--- src/rtl/clk_mode_pkg.sv ---
package clk_mode_pkg;

    typedef enum logic [1:0] {
        ST_AUTO   = 2'd0,
        ST_ARMED  = 2'd1,
        ST_MANUAL = 2'd2,
        ST_SPARE  = 2'd3
    } mode_state_t;

endpackage

--- src/rtl/cmc_step_sampler.sv ---
module cmc_step_sampler #(
    parameter logic PRESS_LEVEL = 1'b1
) (
    input  logic clk,
    input  logic rst_n,
    input  logic scan_tick,
    input  logic btn_raw,
    output logic pressed_new,
    output logic pressed_old,
    output logic step_pulse
);

    logic btn_is_pressed;

    assign btn_is_pressed = (btn_raw == PRESS_LEVEL);

    // Two-stage scan: newest sample and the one before it.
    always_ff @(posedge clk) begin
        if (!rst_n) begin
            pressed_new <= 1'b0;
            pressed_old <= 1'b0;
        end else if (scan_tick) begin
            pressed_new <= btn_is_pressed;
            pressed_old <= pressed_new;
        end
    end

    assign step_pulse = pressed_new ^ pressed_old;

    // the samples move only at scan instants
    a_r2_sample_on_tick : assert property (@(posedge clk) disable iff (!rst_n)
        !scan_tick |=> $stable(pressed_new) && $stable(pressed_old));

    // a pulse can begin or end only after a scan instant
    a_r3_pulse_held : assert property (@(posedge clk) disable iff (!rst_n)
        !scan_tick |=> $stable(step_pulse));

endmodule

--- src/rtl/cmc_mode_fsm.sv ---
module cmc_mode_fsm
    import clk_mode_pkg::*;
#(
    parameter logic AUTO_LEVEL = 1'b1
) (
    input  logic clk,
    input  logic rst_n,
    input  logic auto_btn,
    input  logic pressed_new,
    input  logic pressed_old,
    input  logic pri_fb,
    output logic manual_mode
);

    mode_state_t state_q;
    mode_state_t state_d;
    logic        pri_q;
    logic        pri_fall;
    logic        go_auto;
    logic        held_settled;

    assign go_auto      = (auto_btn == AUTO_LEVEL);
    assign pri_fall     = pri_q & ~pri_fb;
    assign held_settled = pressed_new & pressed_old;

    // Next-state selection with the named transitions.
    always_comb begin
        state_d = state_q;
        unique case (state_q)
            ST_AUTO: begin
                if (!go_auto && pressed_new)           state_d = ST_ARMED;  // T_ARM
            end
            ST_ARMED: begin
                if (go_auto)                           state_d = ST_AUTO;   // T_OVERRIDE
                else if (!pressed_new)                 state_d = ST_AUTO;   // T_ABORT
                else if (pri_fall && held_settled)     state_d = ST_MANUAL; // T_ENTER
            end
            ST_MANUAL: begin
                if (go_auto)                           state_d = ST_AUTO;   // T_OVERRIDE
            end
            default:                                   state_d = ST_AUTO;
        endcase
    end

    // State register and primary feedback history.
    always_ff @(posedge clk) begin
        if (!rst_n) begin
            state_q <= ST_AUTO;
            pri_q   <= 1'b0;
        end else begin
            state_q <= state_d;
            pri_q   <= pri_fb;
        end
    end

    // Outputs.
    always_comb begin
        manual_mode = (state_q == ST_MANUAL);
    end

    // manual mode starts only right after a primary falling edge
    a_r5_enter_on_fall : assert property (@(posedge clk) disable iff (!rst_n)
        $rose(manual_mode) |-> $past(pri_fall) && $past(held_settled));

    // the auto button wins on the next cycle
    a_r8_override : assert property (@(posedge clk) disable iff (!rst_n)
        go_auto |=> !manual_mode);

    // a withdrawn press never reaches manual mode
    a_r9_no_entry_released : assert property (@(posedge clk) disable iff (!rst_n)
        $rose(manual_mode) |-> $past(pressed_new));

endmodule

--- src/rtl/cmc_clk_merge.sv ---
module cmc_clk_merge (
    input  logic manual_mode,
    input  logic auto_clk,
    input  logic step_pulse,
    output logic merged_clk
);

    always_comb begin
        merged_clk = (auto_clk & ~manual_mode) | (step_pulse & manual_mode);
    end

endmodule

--- src/rtl/clk_mode_ctrl.sv ---
module clk_mode_ctrl #(
    parameter logic STEP_PRESS_LEVEL = 1'b1,
    parameter logic AUTO_PRESS_LEVEL = 1'b1
) (
    input  logic clk,
    input  logic rst_n,
    input  logic scan_tick,
    input  logic auto_clk,
    input  logic step_btn,
    input  logic auto_btn,
    input  logic pri_fb,
    output logic merged_clk,
    output logic manual_mode
);

    logic pressed_new;
    logic pressed_old;
    logic step_pulse;

    cmc_step_sampler #(.PRESS_LEVEL(STEP_PRESS_LEVEL)) u_sampler (
        .clk         (clk),
        .rst_n       (rst_n),
        .scan_tick   (scan_tick),
        .btn_raw     (step_btn),
        .pressed_new (pressed_new),
        .pressed_old (pressed_old),
        .step_pulse  (step_pulse)
    );

    cmc_mode_fsm #(.AUTO_LEVEL(AUTO_PRESS_LEVEL)) u_fsm (
        .clk         (clk),
        .rst_n       (rst_n),
        .auto_btn    (auto_btn),
        .pressed_new (pressed_new),
        .pressed_old (pressed_old),
        .pri_fb      (pri_fb),
        .manual_mode (manual_mode)
    );

    cmc_clk_merge u_merge (
        .manual_mode (manual_mode),
        .auto_clk    (auto_clk),
        .step_pulse  (step_pulse),
        .merged_clk  (merged_clk)
    );

    // the entering press has already ended when manual mode begins
    a_r6_quiet_entry : assert property (@(posedge clk) disable iff (!rst_n)
        $rose(manual_mode) |-> !step_pulse);

    // in manual mode a pulse on the output needs a pending step pulse
    a_r7_manual_source : assert property (@(posedge clk) disable iff (!rst_n)
        (manual_mode && merged_clk) |-> (pressed_new != pressed_old));

endmodule

--- config.mk ---
export PLATFORM = sky130hd
export DESIGN_NAME = clk_mode_ctrl
export DESIGN_NICKNAME = d
export VERILOG_FILES = /design/src/rtl/clk_mode_pkg.sv /design/src/rtl/cmc_step_sampler.sv /design/src/rtl/cmc_mode_fsm.sv /design/src/rtl/cmc_clk_merge.sv /design/src/rtl/clk_mode_ctrl.sv
export SDC_FILE = /design/constraint.sdc
export NUM_CORES = 1
export LEC_CHECK = 0
export CAP_MARGIN = 20
export CORE_AREA = 10 10 47 49
export DETAILED_ROUTE_END_ITERATION = 16
export DIE_AREA = 0 0 57 59
export DONT_BUFFER_PORTS = 1
export PLACE_DENSITY = 0.33
export SLEW_MARGIN = 20
export SYNTH_ARGS = -nofsm -noshare
export SYNTH_HDL_FRONTEND = slang
export SYNTH_SLANG_ARGS = --single-unit
export TNS_END_PERCENT = 10
--- constraint.sdc ---
create_clock -name clk -period 0.9 [get_ports clk]
set_input_delay 0.045 -clock clk [delete_from_list [all_inputs] [get_ports clk]]
set_output_delay 0.045 -clock clk [all_outputs]
set_load 0.02 [all_outputs]
# Yosys cells after proc, flatten, opt, wreduce, memory -nomap -nowiden
# Index checks and enable logic that the tools add are counted.
# word_totals
register_bits	5
input_bits	7
# op_classes
eq_ne	5
muxes	6
n_bitwise	8
n_reduce_logical	5
# ops
operator	n
two-way mux 2 bit	5
case mux 2 bit (3 select lines)	1
AND 1 bit	4
!= test 4 x 3 -> 1 bit, second input constant	1
AND reduction 3 bit	1
== test 2 x 1 -> 1 bit, second input constant	1
== test 2 bit, second input constant	1
logical AND 1 bit	2
zero test 2 bit	1
!= test 2 x 1 -> 1 bit, second input constant	1
!= test 2 bit, second input constant	1
inverter 1 bit	2
zero test 1 bit	1
OR 1 bit	1
bitwise XOR 1 bit	1

# Longest topological paths before layout
# Gate-level depths: netlist of the first run.
# depth
word_depth	7
mapped_depth	3
ltp_nobuf	3

# Modules after synthesis
# Synthesis of the first run repeated with hierarchy kept, for this count alone.
# hier_totals
cells_unflattened	18
hier_area_um2	212.7
# by_module_without_submodules
mod	instances	cells_per_inst	area_each_um2
cmc_mode_fsm	1	10	116.4
cmc_step_sampler	1	7	81.3
cmc_clk_merge	1	1	15.0

# Worst setup path before layout of the first run
# Ideal clock, no wire load.
# synth_timing
kind	register to output
startpoint	register u_fsm.state_q[1]
endpoint	output port merged_clk
arrival_ns	0.879
required_ns	0.855
slack_ns	-0.024
stages_incl_launch_ff	3
cell_sequence	dfxtp_1 > nor2b_4 > mux2_4
# synth_between
elab_chain_cells	4
elab_cells_between_ends	5
cone_classes	1 x eq/ne; 4 x bitwise
# synth_lines
item	line_no	text
start: declaration	cmc_mode_fsm.sv:15	mode_state_t state_q;
start signal: assignment	cmc_mode_fsm.sv:51	state_q <= state_d;
== test 2 bit (*)	cmc_mode_fsm.sv:58	manual_mode = (state_q == ST_MANUAL);
named net manual_mode	clk_mode_ctrl.sv:13	output logic manual_mode
inverter 1 bit	cmc_clk_merge.sv:9	merged_clk = (auto_clk & ~manual_mode) | (step_pulse & manual_mode);
AND 1 bit	cmc_clk_merge.sv:9	
OR 1 bit (*)	cmc_clk_merge.sv:9	
end: declaration	clk_mode_ctrl.sv:12	output logic merged_clk,
# Mark *: on every way through the listed nets, which the timed path passes. The rest lies on a longest branch.

# Worst setup path in the final report of the first run
# layout_timing
startpoint	register u_sampler.pressed_new
endpoint	output port merged_clk
# layout_between
elab_chain_cells	3
# layout_lines
item	line_no	text
start: declaration	cmc_step_sampler.sv:8	output logic pressed_new,
start signal: assignment	cmc_step_sampler.sv:23	pressed_new <= btn_is_pressed;
bitwise XOR 1 bit	cmc_step_sampler.sv:28	assign step_pulse = pressed_new ^ pressed_old;
AND 1 bit	cmc_clk_merge.sv:9	
OR 1 bit	cmc_clk_merge.sv:9	
# Every way passes these cells.

==> metrics.md, run 1 <==
| Metric | Value |
|---|---|
| Clock skew | 3.088 ps |
| Failing checks | negative setup slack |
| M3 GR Usage | 0.04292 |
| Outcome | finished with violations |
| I/O pins | 9 |
| Syn_nets | 26 |
| Final Cycle Share | 1.252 |
| Pwr dens | 1552 mW/mm2 |
| Clk_lat worst skew | about 240 ps |
| Final WS setup | -226.7 ps |
| Iteration-0 DRC Markers | 5 |
| Max-slew headroom | 0.9012 |
| Synthesis-stage register bit count | 5 |
| Max cap viols | 0 |
| Total Wirelength | about 550 um |
| Final setup violation count | 1 |
| Psw | 0.1153 mW |
| Cell area after synthesis | ~220 um2 |
| Crit path DAT | 1080 ps |
| Via count | 170 |
| RSZ-0062 raised after global routing | yes |
| Leak | 0.1335 nW |
| TritonCTS buffer count | 3 |
| Core Area | 0.001401 mm2 |
| Seq/Total Area, Yosys | 0.4520 |
| Mapped Avg Cell Area | about 12 um2 |
| IO buf count | 0 |
| GR Overflow Total | 0 |
| DRC violations left | 0 |
| Clk pwr share | 0.475 |
| Startpoint types | flip-flop |
| Slew Limit Fails | 0 |
| WL/cell | 12.20 um |
| GRT Util Overall | 0.03758 |
| Hold depth | 2 |
| Layout fillers | 163 |
| DP Worst Slack | -32.62 ps |
| Antenna violations before repair | 0 |
| Maximum vdd drop | 685.3 uV |
| Worst-path maximum fanout | 2 |
| Die area | 0.003363 mm2 |
| Met1 Use GR | 0.03321 |
| Clk sink count | 5 |
| Layout Cells excl Fill | 45 |
| CTS tree | built |
| Layout cells sized above 1 | 0.3793 |
| GPL Wtd Cong | 0.6834 |
| Post-CTS setup buffer count | 0 |
| First-pass GRT wire length | ~900 um |
| Starting Density | 0.1580 |
| Vias in the first global route | 203 |
| Routed Antenna Nets | 0 |
| Multi-input gate area | roughly 130 um2 |
| Worst EP required | ~850 ps |
| Minimum clock period | approximately 1100 ps |
| DR vias/cell | 3.778 |
| Comb power frac | 0.093 |
| Library cells used by synthesis | 10 |
| NumNets Final | 38 |
| Gr busiest metal | met2 |
| Antenna diode count | 0 |
| H-tree levels | 1 |
| Internal power | between 0.4 and 0.5 mW |
| Sequential Power Share | 0.432 |
| Drt first pass iters | 2 |
| Yosys Warn Count | 0 |
| Clock transition at path regs | 40 ps |
| Clk buf depth | 2 |
| Chip Width | approximately 57 um |
| Clock root cell | clkbuf_4 |
| Sw Share | 0.2106 |
| Crit Path Category | reg -> out |
| Hold WS | 19.45 ps |
| Core Rows | 14 |
| Synth Instances | 18 |
| Critical Path End Type | output pin |
| Chip height | between 50 and 60 um |
| Area grow syn2layout | 59.32% |
| Largest net degree at the start of global routing | 5 |
| Max Clk Rate | 887.5 MHz |
| Met2 usage | 0.05581 |
| Hold Fails Final Rpt | 0 |
| Util after Layout | 0.2518 |
| R2R depth | 3 |
| Placed insts | 36 |
| Hold Crit Class | in -> reg |
| FF+latch area | 103.9 um2 |
| Slew of the pin with the lowest slew margin | 144.1 ps |
[power groups by stage]
| stage | Combinational (mW) | Clock (mW) | Sequential (mW) |
|---|---|---|---|
| 2_1_floorplan | 0.0221 | 0 | 0.238 |
| 3_3_place_gp | 0.0308 | 0 | 0.238 |
| 3_5_place_dp | 0.0307 | 0 | 0.238 |
| 4_1_cts | 0.0532 | 0.273 | 0.236 |
| 5_1_grt | 0.0567 | 0.298 | 0.236 |
| 6_report | 0.0509 | 0.260 | 0.237 |
[synth_stat cells]
library cell	instances	area [um2]
mux2_4	1	15.01
nand4b_1	1	8.760
nor2b_1	4	25.02
mux2i_1	2	20.02
nand4bb_1	1	11.26
o2bb2ai_1	1	8.760
dfxtp_1	5	100.1
nor2b_4	1	13.76
ha_1	1	12.51
and2_1	1	6.260
[final cells by class]
cell class              count  share of cell area
well taps                  16             0.05674
clock buffers               4             0.07447
multi-input cells          13              0.3794
repair buffers              7              0.1950
flip-flops and latches      5              0.2943
[registers in the layout (all words and copies together), names as in the netlist]
signal                 count
u_fsm.state_q              2
u_sampler.pressed_old      1
u_sampler.pressed_new      1
u_fsm.pri_q                1
[repair_timing]
item                                    CTS  global route
hold buffers                              5             0
pin swaps                                 1             1
gates resized for setup                   5             0
hold endpoints to repair                  5             0
endpoints found under the setup margin    2             2
[worst paths after layout]
kind / start / end / slack [ps]
hold reg to reg: u_fsm.pri_q / u_fsm.state_q[1] / 500
hold / removal: pri_fb / u_fsm.state_q[1] / 20
setup reg to reg: u_sampler.pressed_new / u_fsm.state_q[0] / 70
setup / recovery: u_sampler.pressed_new / merged_clk / -230
[stage by stage]
stage                     area, um2  power (mW)  TNS (ps)
after floorplan               221.5      0.2600    -23.86
after global placement        256.5      0.2685    -36.83
after detailed placement      256.5      0.2685    -32.62
after CTS                     352.8      0.5620    -250.0
after global routing          352.8      0.5907    -305.0
final                         352.8      0.5475    -226.7
[worst max-delay path, stage by stage (launching register included)]
cell and delay, ps:
dfxtp_2 330, ha_4 220, mux2_4 290
[metal layers]
layer / share of wire / vias to the layer above / wire length, um
li1: - / 86 / -
met5: 0 / - / 0
met4: 0 / 0 / 0
met2: 0.50 / 6 / 277
met3: 0.13 / 0 / 73
met1: 0.36 / 78 / 198
[layout by cell type, fill, tap and decap left out]
cell type,instances
dfxtp_1,2
mux2_4,1
nand4bb_1,1
dlygate4sd3_1,5
and2_1,1
clkbuf_4,3
dfxtp_2,3
clkbuf_1,1
o2bb2ai_1,1
buf_4,1
mux2i_1,2
ha_4,1
buf_6,1
nor2b_4,1
nor2b_1,4
nand4b_1,1
[cells by family after synthesis]
family	synth area share
simple gates	0.2938
mux	0.1582
fa+ha+maj	0.05649
flops	0.4520
compound gates	0.03956
Note: power is estimated with default switching activity, not from simulation.
==> run 2: changes to the inputs <==
--- a/config.mk
+++ b/config.mk
@@ -6,11 +6,12 @@
 export NUM_CORES = 1
 export LEC_CHECK = 0
 export CAP_MARGIN = 20
-export CORE_AREA = 10 10 47 49
+export CORE_AREA = 2 2 39 41
 export DETAILED_ROUTE_END_ITERATION = 16
-export DIE_AREA = 0 0 57 59
+export DIE_AREA = 0 0 41 43
 export DONT_BUFFER_PORTS = 1
 export PLACE_DENSITY = 0.33
+export SKIP_CTS_REPAIR_TIMING = 1
 export SLEW_MARGIN = 20
 export SYNTH_ARGS = -nofsm -noshare
 export SYNTH_HDL_FRONTEND = slang
==> metrics.md, run 2 (synthesis gave the netlist of run 1 again) <==
| Metric | Value |
|---|---|
| Outcome | finished with violations (unchanged) |
| Failing checks | negative hold slack, negative setup slack (was negative setup slack) |
| Chip height | 43 um (was 59 um) |
| Worst hold endpoint | u_sampler.pressed_new (was u_fsm.state_q[1]) |
| RR Endpoint | u_fsm.state_q[0] (unchanged) |
| Crit path DAT | 1080 ps (about the same) |
| Max Clk Rate | 890.1 MHz (was 887.5 MHz) |
| Post-DP HPWL | ~350 um |
| Final setup TNS | -223.5 ps (was -226.7 ps) |
| First-pass GRT wire length | 621 um (was 917 um) |
| Slew of the pin with the lowest slew margin | 130.1 ps (was 144.1 ps) |
| Total Wirelength | 458 um (was 549 um) |
| Crit Path Category | reg -> out (unchanged) |
| Die area | 0.001763 mm2 (was 0.003363 mm2) |
| Clk buf depth | 2 (unchanged) |
| Max cap viols | 0 (unchanged) |
| Iteration-0 DRC Markers | 0 (was 5) |
| Starting Density | 0.1600 (was 0.1580) |
| WL/cell | 10.65 um (was 12.20 um) |
| Clock root cell | clkbuf_4 (unchanged) |
| Max reg flops | 2 (unchanged) |
| Clk_lat worst skew | 240 ps (about the same) |
| Clock transition at path regs | 40 ps (about the same) |
| Antenna violations before repair | 0 (unchanged) |
| TritonCTS buffer count | 3 (unchanged) |
| Slew Limit Fails | 0 (unchanged) |
| Hold Crit Class | in -> reg (unchanged) |
| GR Overflow Total | 0 (unchanged) |
| H-tree levels | 1 (unchanged) |
| DRC violations left | 0 (unchanged) |
| Core Area | 0.001384 mm2 (was 0.001401 mm2) |
| I/O pins | 9 (unchanged) |
| Max-slew headroom | 0.9108 (was 0.9012) |
| Reg2reg start | u_sampler.pressed_old (was u_sampler.pressed_new) |
| Hold Fails Final Rpt | 3 (was 0) |
| Worst-path maximum fanout | 2 (unchanged) |
| Area grow syn2layout | 50.28% (was 59.32%) |
| Minimum clock period | 1124 ps (was 1127 ps) |
| CTS tree | built (unchanged) |
| Routed Antenna Nets | 0 (unchanged) |
| Final WS setup | -223.5 ps (was -226.7 ps) |
| Worst EP required | 850 ps (about the same) |
| R2R depth | 3 (unchanged) |
| Hold depth | 2 (unchanged) |
| Leak | 0.1251 nW (was 0.1335 nW) |
| Final setup violation count | 1 (unchanged) |
| Vias in the first global route | 158 (was 203) |
| Placed insts | 36 (unchanged) |
| Chip Width | 41 um (was 57 um) |
| Maximum vdd drop | 436.3 uV (was 685.3 uV) |
| Hold_sp | step_btn (was pri_fb) |
| Layout cells sized above 1 | 0.4074 (was 0.3793) |
| Util after Layout | 0.2405 (was 0.2518) |
| Clk sink count | 5 (unchanged) |
| Reg with most FFs | u_fsm.state_q (unchanged) |
| DP Worst Slack | -29.70 ps (was -32.62 ps) |
| FF-to-FF setup slack | 80 ps (was 70 ps) |
| Antenna diode count | 0 (unchanged) |
| Drt first pass iters | 1 (was 2) |
| DR vias/cell | 3.930 (was 3.778) |
| Commonest non-fill, non-tap cell in the layout | nor2b_1 (was dlygate4sd3_1) |
| NumNets Final | 36 (was 38) |
| RSZ-0062 raised after global routing | yes (unchanged) |
| Hold WS | -10.31 ps (was 19.45 ps) |
| Layout Cells excl Fill | 43 (was 45) |
| Core Rows | 14 (unchanged) |
| Startpoint types | flip-flop (unchanged) |
| GPL Wtd Cong | 0.6352 (was 0.6834) |
| Pwr dens | 1619 mW/mm2 (was 1552 mW/mm2) |
| Critical Path End Type | output pin (unchanged) |
| GRT Util Overall | 0.05823 (was 0.03758) |
| Via count | 169 (was 170) |
| Clock skew | 5.873 ps (was 3.088 ps) |
| Largest net degree at the start of global routing | 6 (was 5) |
| IO buf count | 0 (unchanged) |
| Final Cycle Share | 1.248 (was 1.252) |
| Most frequent cells in the layout | nor2b_1, clkbuf_4, dlygate4sd3_1, dfxtp_2 (was dlygate4sd3_1, nor2b_1, clkbuf_4, dfxtp_2) |
-- run 2: layout make-up --
| type | count | area, um2 |
|---|---|---|
| clock buffer | 4 | 26.28 |
| fill | 156 | 1051 |
| multi-input combinational | 13 | 133.9 |
| sequential | 5 | 103.9 |
| tap | 16 | 20.02 |
| timing repair buffer | 5 | 48.80 |
-- run 2: power by group --
| group | internal (mW) | switching (mW) | total (mW) | leakage [nW] |
|---|---|---|---|---|
| logic | 0.0280 | 0.0140 | 0.0420 | 0.0679 |
| registers | 0.231 | 0.00588 | 0.237 | 0.0422 |
| clock network | 0.168 | 0.0926 | 0.260 | 0.0150 |
-- run 2: worst max path at each step --
stage	startpoint	endpoint	slack [ps]
4_1_cts	u_sampler.pressed_new	merged_clk	-290
3_3_place_gp	u_sampler.pressed_new	merged_clk	-30
5_1_grt	u_fsm.state_q[1]	merged_clk	-250
6_report	u_sampler.pressed_old	merged_clk	-220
2_1_floorplan	u_fsm.state_q[1]	merged_clk	-20
3_5_place_dp	u_sampler.pressed_new	merged_clk	-30
-- run 2: worst max-delay path, stage by stage (launching register included) --
cell and delay (ps):
dfxtp_2 330, ha_4 230, mux2_4 290
-- run 2: layer usage --
| metal | track usage | vias to the layer above | share of wire |
|---|---|---|---|
| met5 | 0 | - | 0 |
| met4 | 0.06000 | 0 | 0 |
| met3 | 0.04188 | 0 | 0.11 |
| met2 | 0.06250 | 5 | 0.50 |
| met1 | 0.06752 | 82 | 0.39 |
| li1 | - | 82 | - |
-- run 2: per-stage QoR --
step           area (um2)  power [mW]
2_1_floorplan       221.5      0.2600
3_3_place_gp        256.5      0.2675
3_5_place_dp        256.5      0.2678
4_1_cts             282.8      0.5316
5_1_grt             332.8      0.5643
6_report            332.8      0.5390
==> run 3: changes to the inputs <==
--- a/config.mk
+++ b/config.mk
@@ -6,11 +6,14 @@
 export NUM_CORES = 1
 export LEC_CHECK = 0
 export CAP_MARGIN = 20
+export CELL_PAD_IN_SITES_DETAIL_PLACEMENT = 1
+export CELL_PAD_IN_SITES_GLOBAL_PLACEMENT = 1
 export CORE_AREA = 2 2 39 41
 export DETAILED_ROUTE_END_ITERATION = 16
 export DIE_AREA = 0 0 41 43
 export DONT_BUFFER_PORTS = 1
-export PLACE_DENSITY = 0.33
+export PLACE_DENSITY = 0.39
+export SETUP_SLACK_MARGIN = 0.1
 export SKIP_CTS_REPAIR_TIMING = 1
 export SLEW_MARGIN = 20
 export SYNTH_ARGS = -nofsm -noshare
==> metrics.md, run 3 (synthesis gave the netlist of run 1 again) <==
| Metric | Value |
|---|---|
| Total Wirelength | 455 um (was 458 um) |
| First-pass GRT wire length | 696 um (was 621 um) |
| Via count | 163 (was 169) |
| Hold Fails Final Rpt | 2 (was 3) |
| Final Cycle Share | 1.250 (was 1.248) |
| Final setup violation count | 2 (was 1) |
| GR Overflow Total | 0 (unchanged) |
| NumNets Final | 37 (was 36) |
| Max cap viols | 0 (unchanged) |
| Failing checks | negative hold slack, negative setup slack (unchanged) |
| Clk buf depth | 2 (unchanged) |
| Clk_lat worst skew | 230 ps (was 240 ps) |
| WL/cell | 10.34 um (was 10.65 um) |
| Slew of the pin with the lowest slew margin | 116.2 ps (was 130.1 ps) |
| Drt first pass iters | 2 (was 1) |
| Antenna diode count | 0 (unchanged) |
| Most frequent cells in the layout | nor2b_1, dlygate4sd3_1, clkbuf_4, dfxtp_1 (was nor2b_1, clkbuf_4, dlygate4sd3_1, dfxtp_2) |
| Reg with most FFs | u_fsm.state_q (unchanged) |
| Crit path DAT | 1080 ps (about the same) |
| Iteration-0 DRC Markers | 2 (was 0) |
| Maximum vdd drop | 594.3 uV (was 436.3 uV) |
| Pwr dens | 1580 mW/mm2 (was 1619 mW/mm2) |
| I/O pins | 9 (unchanged) |
| DP Worst Slack | -17.06 ps (was -29.70 ps) |
| Crit Path Category | reg -> out (unchanged) |
| Chip Width | 41 um (unchanged) |
| Final WS setup | -225.4 ps (was -223.5 ps) |
| Max reg flops | 2 (unchanged) |
| Max-slew headroom | 0.9203 (was 0.9108) |
| FF+latch area | 102.6 um2 (was 103.9 um2) |
| Clk sink count | 5 (unchanged) |
| IO buf count | 0 (unchanged) |
| Routed Antenna Nets | 0 (unchanged) |
| R2R depth | 3 (unchanged) |
| Hold WS | -18.94 ps (was -10.31 ps) |
| DR vias/cell | 3.705 (was 3.930) |
| RSZ-0062 raised after global routing | yes (unchanged) |
| Critical Path End Type | output pin (unchanged) |
| GRT Util Overall | 0.06734 (was 0.05823) |
| Post-DP HPWL | 355.7 um (was 345.9 um) |
| Clock skew | 0.1180 ps (was 5.873 ps) |
| DRC violations left | 0 (unchanged) |
| Leak | 0.1280 nW (was 0.1251 nW) |
| TritonCTS buffer count | 3 (unchanged) |
| Multi-input gate area | 133.9 um2 (unchanged) |
| Die area | 0.001763 mm2 (unchanged) |
| DP Area | 256.5 um2 (unchanged) |
| Starting Density | 0.1600 (unchanged) |
| Hold Crit Class | in -> reg (unchanged) |
| Largest net degree at the start of global routing | 6 (unchanged) |
| CTS tree | built (unchanged) |
| GPL Wtd Cong | 0.6457 (was 0.6352) |
| Hold depth | 2 (unchanged) |
| Chip height | 43 um (unchanged) |
| Clock root cell | clkbuf_4 (unchanged) |
| Outcome | finished with violations (unchanged) |
| Vias in the first global route | 160 (was 158) |
| Startpoint types | flip-flop (unchanged) |
| Max Clk Rate | 888.5 MHz (was 890.1 MHz) |
| Clock transition at path regs | 40 ps (about the same) |
| Post-route cell area | 337.8 um2 (was 332.8 um2) |
| Layout fillers | 166 (was 156) |
| Area grow syn2layout | 52.54% (was 50.28%) |
| Antenna violations before repair | 0 (unchanged) |
| Core Area | 0.001384 mm2 (unchanged) |
| Minimum clock period | 1125 ps (was 1124 ps) |
| Layout cells sized above 1 | 0.3571 (was 0.4074) |
| Worst-path maximum fanout | 2 (unchanged) |
| Slew Limit Fails | 0 (unchanged) |
| Worst EP required | 850 ps (about the same) |
| Core Rows | 14 (unchanged) |
| H-tree levels | 1 (unchanged) |
## run 3: cell types whose count changed in the layout (fill, tap and decap cells not counted)
cell / previous run / this run
dfxtp_2: 3 / 2
dlygate4sd3_1: 3 / 4
buf_6: 1 / 0
dfxtp_1: 2 / 3
buf_4: 1 / 2
## run 3: path summary, 6_finish.rpt
check	startpoint	endpoint	slack [ps]
worst min-delay path	auto_btn	u_fsm.state_q[1]	-20
worst min register to register	u_fsm.pri_q	u_fsm.state_q[1]	520
worst max-delay path	u_sampler.pressed_old	merged_clk	-230
worst max register to register	u_sampler.pressed_old	u_fsm.state_q[0]	40
## run 3: worst max-delay path, stage by stage, from the launching register on
cell     delay [ps]
dfxtp_2         330
ha_4            230
mux2_4          290
## run 3: layer usage
metal / vias up / part of all wire / GRT usage / routed length (um)
met5: - / 0 / 0 / 0
met4: 0 / 0 / 0.08000 / 0
met1: 75 / 0.43 / 0.08387 / 195
met2: 5 / 0.48 / 0.07188 / 219
met3: 0 / 0.088 / 0.03141 / 40
li1: 83 / - / - / -
## run 3: where the power goes
part           switching (mW)  internal, mW
clock network          0.0847         0.167
logic                  0.0144        0.0307
registers             0.00586         0.231
total                   0.105         0.429
## run 3: stage by stage
stage	hold slack, ps	power, mW	setup TNS, ps	std cells	utilization
after detailed placement	172.5	0.2674	-17.06	36	0.1854
after global placement	170.5	0.2676	-25.91	36	0.1854
after floorplan	166.7	0.2600	-23.86	18	-
after global routing	3.184	0.5660	-341.4	44	0.2441
after CTS	-74.41	0.5308	-311.8	40	0.2043
final	-18.94	0.5339	-231.6	44	0.2441
## run 3: cell type report
cell class	count	share of cell area
Clock buffer	4	0.07778
Sequential cell	5	0.3037
Timing Repair Buffer	6	0.1630
Multi-Input combinational cell	13	0.3963
Tap cell	16	0.05926
